### src/rtl/ep_evt_pkg.sv
package ep_evt_pkg;

    typedef enum logic [1:0] {
        EPT_CTRL = 2'd0,
        EPT_ISO  = 2'd1,
        EPT_BULK = 2'd2,
        EPT_INTR = 2'd3
    } ep_kind_e;

    localparam int EV_XFER     = 0;
    localparam int EV_SETUP    = 1;
    localparam int EV_TXE      = 2;
    localparam int EV_ISO_NAK  = 3;
    localparam int EV_IN_EMPTY = 4;
    localparam int EV_OUT_DIS  = 5;
    localparam int EV_BABBLE   = 6;
    localparam int EV_DIS_EFF  = 7;
    localparam int EV_NAK_EFF  = 8;
    localparam int EV_B2B      = 9;
    localparam int EV_TMO      = 10;
    localparam int EV_COUNT    = 11;

endpackage

### src/rtl/ep_evt_qual.sv
module ep_evt_qual
    import ep_evt_pkg::*;
#(
    parameter int DEPTH = 8,
    parameter int LVL_W = $clog2(DEPTH + 1)
) (
    input  ep_kind_e             kind,
    input  logic                 dir_in,
    input  logic                 enabled,
    input  logic                 half_sel,
    input  logic [LVL_W-1:0]     level,
    input  logic                 setup_done_p,
    input  logic                 in_tok_p,
    input  logic                 out_tok_p,
    input  logic                 nak_sent_p,
    input  logic                 babble_p,
    input  logic                 timeout_p,
    input  logic                 xfer_fire,
    input  logic                 b2b_fire,
    input  logic                 dis_fire,
    input  logic                 nak_fire,
    output logic [EV_COUNT-1:0]  set_vec
);

    localparam logic [LVL_W-1:0] HALF_LVL = LVL_W'(DEPTH / 2);

    logic is_ctrl, is_iso, is_bulk, is_intr;
    logic lvl_zero, lvl_half, txe_cond;

    always_comb begin
        is_ctrl  = (kind == EPT_CTRL);
        is_iso   = (kind == EPT_ISO);
        is_bulk  = (kind == EPT_BULK);
        is_intr  = (kind == EPT_INTR);
        lvl_zero = (level == '0);
        lvl_half = (level <= HALF_LVL);
        txe_cond = half_sel ? lvl_half : lvl_zero;

        set_vec              = '0;
        set_vec[EV_XFER]     = xfer_fire;
        set_vec[EV_SETUP]    = setup_done_p & is_ctrl & ~dir_in;
        set_vec[EV_TXE]      = dir_in & txe_cond;
        set_vec[EV_ISO_NAK]  = nak_sent_p & is_iso & dir_in;
        set_vec[EV_IN_EMPTY] = in_tok_p & (is_bulk | is_intr) & dir_in & lvl_zero;
        set_vec[EV_OUT_DIS]  = out_tok_p & ~dir_in & ~enabled;
        set_vec[EV_BABBLE]   = babble_p;
        set_vec[EV_DIS_EFF]  = dis_fire;
        set_vec[EV_NAK_EFF]  = nak_fire & is_iso & dir_in;
        set_vec[EV_B2B]      = b2b_fire;
        set_vec[EV_TMO]      = timeout_p & is_ctrl & dir_in;
    end

endmodule

### src/rtl/ep_evt_track.sv
module ep_evt_track #(
    parameter int SETUP_LIMIT = 3,
    parameter int CNT_W       = $clog2(SETUP_LIMIT + 2)
) (
    input  logic clk,
    input  logic rst_n,
    input  logic is_ctrl_out,
    input  logic is_iso_out,
    input  logic bus_done_p,
    input  logic usb_done_p,
    input  logic iso_drop_p,
    input  logic setup_tok_p,
    input  logic in_tok_p,
    input  logic out_tok_p,
    input  logic hs_p,
    input  logic app_dis_req,
    input  logic app_nak_req,
    input  logic ep_busy,
    output logic xfer_fire,
    output logic b2b_fire,
    output logic dis_fire,
    output logic nak_fire
);

    localparam logic [CNT_W-1:0] CNT_LIMIT = CNT_W'(SETUP_LIMIT);
    localparam logic [CNT_W-1:0] CNT_SAT   = CNT_W'(SETUP_LIMIT + 1);

    typedef struct packed {
        logic             bus_seen;
        logic             usb_seen;
        logic [CNT_W-1:0] run_cnt;
        logic             dis_pend;
        logic             nak_pend;
    } trk_s;

    trk_s s_d, s_q;
    logic drop_now, bus_any, usb_any, run_break;

    always_comb begin
        s_d       = s_q;
        drop_now  = iso_drop_p & is_iso_out;
        bus_any   = bus_done_p | s_q.bus_seen;
        usb_any   = usb_done_p | s_q.usb_seen;
        run_break = in_tok_p | out_tok_p | hs_p;

        xfer_fire = bus_any & usb_any & ~drop_now;
        if (drop_now || xfer_fire) begin
            s_d.bus_seen = 1'b0;
            s_d.usb_seen = 1'b0;
        end else begin
            s_d.bus_seen = bus_any;
            s_d.usb_seen = usb_any;
        end

        b2b_fire = 1'b0;
        if (!is_ctrl_out || run_break) begin
            s_d.run_cnt = '0;
        end else if (setup_tok_p) begin
            b2b_fire = (s_q.run_cnt == CNT_LIMIT);
            if (s_q.run_cnt != CNT_SAT)
                s_d.run_cnt = s_q.run_cnt + 1'b1;
        end

        dis_fire = s_q.dis_pend & ~ep_busy;
        if (app_dis_req)
            s_d.dis_pend = 1'b1;
        else if (dis_fire)
            s_d.dis_pend = 1'b0;

        nak_fire = s_q.nak_pend & ~ep_busy;
        if (app_nak_req)
            s_d.nak_pend = 1'b1;
        else if (nak_fire)
            s_d.nak_pend = 1'b0;
    end

    always_ff @(posedge clk) begin
        if (!rst_n)
            s_q <= '0;
        else
            s_q <= s_d;
    end

    assert_run_bound_R7: assert property (@(posedge clk) disable iff (!rst_n)
        s_q.run_cnt <= CNT_SAT);

    assert_run_restart_R7: assert property (@(posedge clk) disable iff (!rst_n)
        (is_ctrl_out && (in_tok_p || out_tok_p || hs_p)) |=> (s_q.run_cnt == '0));

    assert_xfer_retire_R2: assert property (@(posedge clk) disable iff (!rst_n)
        xfer_fire |=> (!s_q.bus_seen && !s_q.usb_seen));

    assert_drop_flush_R11: assert property (@(posedge clk) disable iff (!rst_n)
        (iso_drop_p && is_iso_out) |=> (!s_q.bus_seen && !s_q.usb_seen));

    assert_busy_hold_R10: assert property (@(posedge clk) disable iff (!rst_n)
        (ep_busy && s_q.dis_pend) |=> s_q.dis_pend);

endmodule

### src/rtl/ep_evt_regs.sv
module ep_evt_regs #(
    parameter int NUM_EV = 11
) (
    input  logic              clk,
    input  logic              rst_n,
    input  logic [NUM_EV-1:0] set_vec,
    input  logic [NUM_EV-1:0] clr_w1c,
    input  logic              mask_wr,
    input  logic [NUM_EV-1:0] mask_wdata,
    output logic [NUM_EV-1:0] status,
    output logic [NUM_EV-1:0] mask,
    output logic              irq
);

    typedef struct packed {
        logic [NUM_EV-1:0] stat;
        logic [NUM_EV-1:0] msk;
    } reg_s;

    reg_s r_d, r_q;

    always_comb begin
        r_d      = r_q;
        r_d.stat = (r_q.stat & ~clr_w1c) | set_vec;
        if (mask_wr)
            r_d.msk = mask_wdata;
    end

    always_ff @(posedge clk) begin
        if (!rst_n)
            r_q <= '0;
        else
            r_q <= r_d;
    end

    assign status = r_q.stat;
    assign mask   = r_q.msk;
    assign irq    = |(r_q.stat & r_q.msk);

    assert_mask_quiet_R13: assert property (@(posedge clk) disable iff (!rst_n)
        (r_q.msk == '0) |-> !irq);

    assert_mask_load_R13: assert property (@(posedge clk) disable iff (!rst_n)
        mask_wr |=> (mask == $past(mask_wdata)));

    for (genvar i = 0; i < NUM_EV; i++) begin : g_bit
        assert_set_wins_R12: assert property (@(posedge clk) disable iff (!rst_n)
            set_vec[i] |=> status[i]);

        assert_clear_R12: assert property (@(posedge clk) disable iff (!rst_n)
            (clr_w1c[i] && !set_vec[i]) |=> !status[i]);

        assert_sticky_R12: assert property (@(posedge clk) disable iff (!rst_n)
            $fell(status[i]) |-> $past(clr_w1c[i]));
    end

endmodule

### src/rtl/ep_evt_irq.sv
module ep_evt_irq
    import ep_evt_pkg::*;
#(
    parameter int DEPTH       = 8,
    parameter int SETUP_LIMIT = 3,
    parameter int NUM_EV      = EV_COUNT,
    parameter int LVL_W       = $clog2(DEPTH + 1)
) (
    input  logic              clk,
    input  logic              rst_n,
    input  logic [1:0]        ep_type,
    input  logic              ep_dir_in,
    input  logic              ep_enabled,
    input  logic              ep_busy,
    input  logic              txf_half_sel,
    input  logic [LVL_W-1:0]  txf_level,
    input  logic              setup_tok_p,
    input  logic              setup_done_p,
    input  logic              in_tok_p,
    input  logic              out_tok_p,
    input  logic              hs_p,
    input  logic              bus_done_p,
    input  logic              usb_done_p,
    input  logic              iso_drop_p,
    input  logic              nak_sent_p,
    input  logic              babble_p,
    input  logic              timeout_p,
    input  logic              app_dis_req,
    input  logic              app_nak_req,
    input  logic [NUM_EV-1:0] clr_w1c,
    input  logic              mask_wr,
    input  logic [NUM_EV-1:0] mask_wdata,
    output logic [NUM_EV-1:0] status,
    output logic [NUM_EV-1:0] mask,
    output logic              irq
);

    ep_kind_e          kind;
    logic              is_ctrl_out, is_iso_out;
    logic              xfer_fire, b2b_fire, dis_fire, nak_fire;
    logic [EV_COUNT-1:0] set_vec;

    always_comb begin
        kind        = ep_kind_e'(ep_type);
        is_ctrl_out = (kind == EPT_CTRL) & ~ep_dir_in;
        is_iso_out  = (kind == EPT_ISO) & ~ep_dir_in;
    end

    ep_evt_track #(
        .SETUP_LIMIT (SETUP_LIMIT)
    ) u_track (
        .clk         (clk),
        .rst_n       (rst_n),
        .is_ctrl_out (is_ctrl_out),
        .is_iso_out  (is_iso_out),
        .bus_done_p  (bus_done_p),
        .usb_done_p  (usb_done_p),
        .iso_drop_p  (iso_drop_p),
        .setup_tok_p (setup_tok_p),
        .in_tok_p    (in_tok_p),
        .out_tok_p   (out_tok_p),
        .hs_p        (hs_p),
        .app_dis_req (app_dis_req),
        .app_nak_req (app_nak_req),
        .ep_busy     (ep_busy),
        .xfer_fire   (xfer_fire),
        .b2b_fire    (b2b_fire),
        .dis_fire    (dis_fire),
        .nak_fire    (nak_fire)
    );

    ep_evt_qual #(
        .DEPTH (DEPTH),
        .LVL_W (LVL_W)
    ) u_qual (
        .kind         (kind),
        .dir_in       (ep_dir_in),
        .enabled      (ep_enabled),
        .half_sel     (txf_half_sel),
        .level        (txf_level),
        .setup_done_p (setup_done_p),
        .in_tok_p     (in_tok_p),
        .out_tok_p    (out_tok_p),
        .nak_sent_p   (nak_sent_p),
        .babble_p     (babble_p),
        .timeout_p    (timeout_p),
        .xfer_fire    (xfer_fire),
        .b2b_fire     (b2b_fire),
        .dis_fire     (dis_fire),
        .nak_fire     (nak_fire),
        .set_vec      (set_vec)
    );

    ep_evt_regs #(
        .NUM_EV (NUM_EV)
    ) u_regs (
        .clk        (clk),
        .rst_n      (rst_n),
        .set_vec    (set_vec),
        .clr_w1c    (clr_w1c),
        .mask_wr    (mask_wr),
        .mask_wdata (mask_wdata),
        .status     (status),
        .mask       (mask),
        .irq        (irq)
    );

    assert_tmo_kind_R8: assert property (@(posedge clk) disable iff (!rst_n)
        $rose(status[EV_TMO]) |-> $past(ep_type == 2'd0 && ep_dir_in));

    assert_isonak_kind_R9: assert property (@(posedge clk) disable iff (!rst_n)
        $rose(status[EV_ISO_NAK]) |-> $past(ep_type == 2'd1 && ep_dir_in));

    assert_setup_kind_R3: assert property (@(posedge clk) disable iff (!rst_n)
        $rose(status[EV_SETUP]) |-> $past(ep_type == 2'd0 && !ep_dir_in));

endmodule

### config.mk
export PLATFORM = sky130hd
export DESIGN_NAME = ep_evt_irq
export DESIGN_NICKNAME = d
export VERILOG_FILES = /design/src/rtl/ep_evt_pkg.sv /design/src/rtl/ep_evt_qual.sv /design/src/rtl/ep_evt_track.sv /design/src/rtl/ep_evt_regs.sv /design/src/rtl/ep_evt_irq.sv
export SDC_FILE = /design/constraint.sdc
export NUM_CORES = 1
export LEC_CHECK = 0
export BUFFER_PORTS_ARGS = -buffer_cell sky130_fd_sc_hd__buf_2
export CORE_MARGIN = 3
export CORE_UTILIZATION = 43
export CTS_CLUSTER_SIZE = 30
export DETAILED_ROUTE_END_ITERATION = 8
export PLACE_DENSITY = 0.78
export SLEW_MARGIN = 20
export SYNTH_ARGS = -nofsm -noshare
export SYNTH_HDL_FRONTEND = slang
export SYNTH_SLANG_ARGS = --single-unit
export TNS_END_PERCENT = 5
### constraint.sdc
create_clock -name clk -period 1.5 [get_ports clk]
set_input_delay 0.075 -clock clk [delete_from_list [all_inputs] [get_ports clk]]
set_output_delay 0.075 -clock clk [all_outputs]
set_load 0.02 [all_outputs]
==> results_dict.tcl <==
set metrics [dict create \
    status "completed" \
    r2r_end "u_track.s_q[3]$_SDFFE_PP0P_" \
    power.density_mw_per_mm2 910.3 \
    dp_hpwl_microns 2607 \
    fp-row-count 19 \
    clk_latency_ps 320 \
    maxCapViolCount 0 \
    clock_skew_ps 0.8621 \
    grt_first_pass_wirelength_microns 5085 \
    fin_crit_sh_pct 95.05 \
    grt_overflow 0 \
    peakVddDrop_mv 0.7919 \
    holdWs_ps 10.04 \
    fin_nets 258 \
    slew_headroom_pct 68.46 \
    min_delay_worst_endpoint "u_track.s_q[5]$_SDFF_PP0_" \
    yosys_warnings 0 \
    synthCells 126 \
    cp_data_arrival_time_ps 1350 \
    crit_fanout 3 \
    drc 0 \
    timing.final.max_slew_violations 0 \
    synth.top_cells.by_count "dfxtp_1, nor2b_1, mux2i_1, nor2_1" \
    cts_root_buffer "clkbuf_4" \
    worst-r2r-setup-slack_ps 220 \
    setup_tns_ps 0 \
    clock-sinks 29 \
    syn2layout_area_growth_pct 41.30 \
    hold_depth 3 \
    place_congestion 0.7896 \
    syn-mean-instance-area_sq_um 10.05 \
    holdCritPathClass "input pin to flip-flop" \
    yosys.area.top_type "dfxtp_1" \
    grt_pass1_vias 1206 \
    antenna_found_initial 0 \
    insertedDiodeCount 0 \
    grt_start_max_net_pins 17 \
    ys.flop_type "dfxtp_1" \
    synth_seq_cells 29 \
    netlist_area_sq_mm 0.001266 \
    cts_tree "yes" \
    synth_edf_count 0 \
    via_per_inst 5.096 \
    post_cts_buffers 0 \
    min-delay-start "usb_done_p" \
    yosysMostFrequentCell "dfxtp_1" \
    synth_cell_types 35 \
    tightestPinTransition_ps 467.1 \
    r2r-start "u_track.s_q[2]$_SDFFE_PP0P_" \
    die_area_sq_mm 0.003632 \
    slowest_stage "a222oi_1" \
    critPathMaxStageDelay_ps 410 \
    fp.dieH_microns 60.27 \
    layout-drive-gt1-share_pct 40.87 \
    boundaryPins 71 \
    power_w 0.001629 \
    critical_path_class "flip-flop to primary output" \
    first_pass_iters 4 \
    postSynth.asyncResetShare_pct 0 \
    p_leak_nw 0.8540 \
    ys_seq_area_share_pct 45.85 \
    cts_buffers 5 \
    worstRegToRegCells 5 \
    die_w_microns 60.27 \
    end_kind "primary output" \
    synth_top_area_share_pct 45.85 \
    path_clk_slew_ps 90 \
    floorplan.initialDensity_pct 45.52 \
    numPortBuffers 70 \
    critical_path.cell_chain "a222oi_1, nand3_1, buf_2" \
    max_freq_mhz 701.4 \
    postRouteAntennaNets 0 \
    finalHoldViolCount 0 \
    dr_total_vias 1218 \
    finalNonFillerCells 239 \
    cp_data_required_time_ps 1420 \
    routed_wl_microns 3352 \
    critPathLaunchType "flip-flop" \
    wire_per_inst_microns 14.03 \
    synthesis.nets 177 \
    htreeDepth 2 \
    dpl.cell_count 225 \
    drt_iter0_drc 24 \
    synth_area_leaders "dfxtp_1, nor2b_1, mux2i_1" \
    core_sq_mm 0.002781 \
    post-route-min-period_ps 1426 \
    critPathBufInv 1 \
    clk_path_buf_depth 2 \
    crit_family "compound AO/OA/AOI/OAI gates" \
    gr-usage-all-layers_pct 19.44 \
    rsz0062_at_grt "yes" \
    fin_util_pct 64.33 \
    setup_viol 0 \
]
## per-stage QoR
step	setup WS, ps	instance area (sq um)
floorplan	354.9	1266
global placement	343.1	1647
detailed placement	235.5	1647
CTS	6.676	1783
global route	-4.255	1789
finish	74.27	1789
## state kept, by name (all words and copies together), names as in the netlist
signal,cells
u_regs.mask,11
u_regs.status,11
u_track.s_q,7
## worst max-delay path by stage
stage / endpoint / start / cells past startpoint / slack (ps)
6_report: irq / u_regs.status[8]$_SDFF_PN0_ / 3 / 70
4_1_cts: irq / u_regs.status[7]$_SDFF_PN0_ / 4 / 7
3_5_place_dp: u_track.s_q[3]$_SDFFE_PP0P_ / u_track.s_q[2]$_SDFFE_PP0P_ / 5 / 240
2_1_floorplan: u_track.s_q[3]$_SDFFE_PP0P_ / u_track.s_q[2]$_SDFFE_PP0P_ / 5 / 350
5_1_grt: irq / u_regs.status[8]$_SDFF_PN0_ / 3 / -4
3_3_place_gp: u_track.s_q[3]$_SDFFE_PP0P_ / u_track.s_q[2]$_SDFFE_PP0P_ / 5 / 340
## placed cells by master, fill, tap and decap left out, drive strengths merged, types with 2 or more instances in the layout
| master | count |
|---|---|
| a21boi | 4 |
| a21oi | 5 |
| a221oi | 2 |
| a22o | 2 |
| buf | 71 |
| clkbuf | 7 |
| dfxtp | 29 |
| dlygate4sd3 | 6 |
| ha | 3 |
| inv | 5 |
| mux2i | 12 |
| nand2 | 4 |
| nand2b | 3 |
| nand4b | 2 |
| nor2 | 8 |
| nor2b | 22 |
| o21a | 3 |
| o21ai | 2 |
| o22ai | 3 |
## worst min-delay path, cell delays in order
cell and delay [ps]:
buf_2 90, nor2_1 40, nor2_1 90
## area by class of cell
cell class | count | area [sq um]
inverter | 5 | 18.77
fill | 256 | 992.2
tap | 31 | 38.79
multi-input combinational | 89 | 663.1
clock buffer | 7 | 65.06
sequential | 29 | 580.6
clock inverter | 1 | 5.005
timing repair buffer | 77 | 417.9
## cells by family (layout without fill, tap and decap cells)
logic type / Yosys count / after routing / synth area share (%)
and+or+nand+nor: 47 / 47 / 23.12
DFF: 29 / 29 / 45.85
AOI/OAI and AO/OA: 26 / 26 / 15.12
muxes: 12 / 12 / 9.487
buffers and inverters: 8 / 90 / 2.767
adders and majority gates: 3 / 3 / 2.965
xor gates and xnor gates: 1 / 1 / 0.6918
## where the power goes
group          switching (W)  total (W)  internal (W)
logic               0.000130   0.000260      0.000130
clock network       0.000268   0.000539      0.000271
registers          0.0000252   0.000830      0.000805
total               0.000423    0.00163       0.00121
## metal layers
| metal | part of all wire, % | GRT usage, % |
|---|---|---|
| met1 | 39 | 20.96 |
| met2 | 48 | 33.49 |
| met3 | 9.7 | 6.911 |
| met4 | 2.7 | 9.177 |
| met5 | 0 | 0 |
## what timing repair did
action / CTS / global route
hold buffers: 6 / 0
gates resized for setup: 1 / 1
cloned: 0 / 0
endpoints found under the setup margin: 1 / 1
endpoints found under the hold margin: 6 / 0
Power figures use the tool's default switching activity.
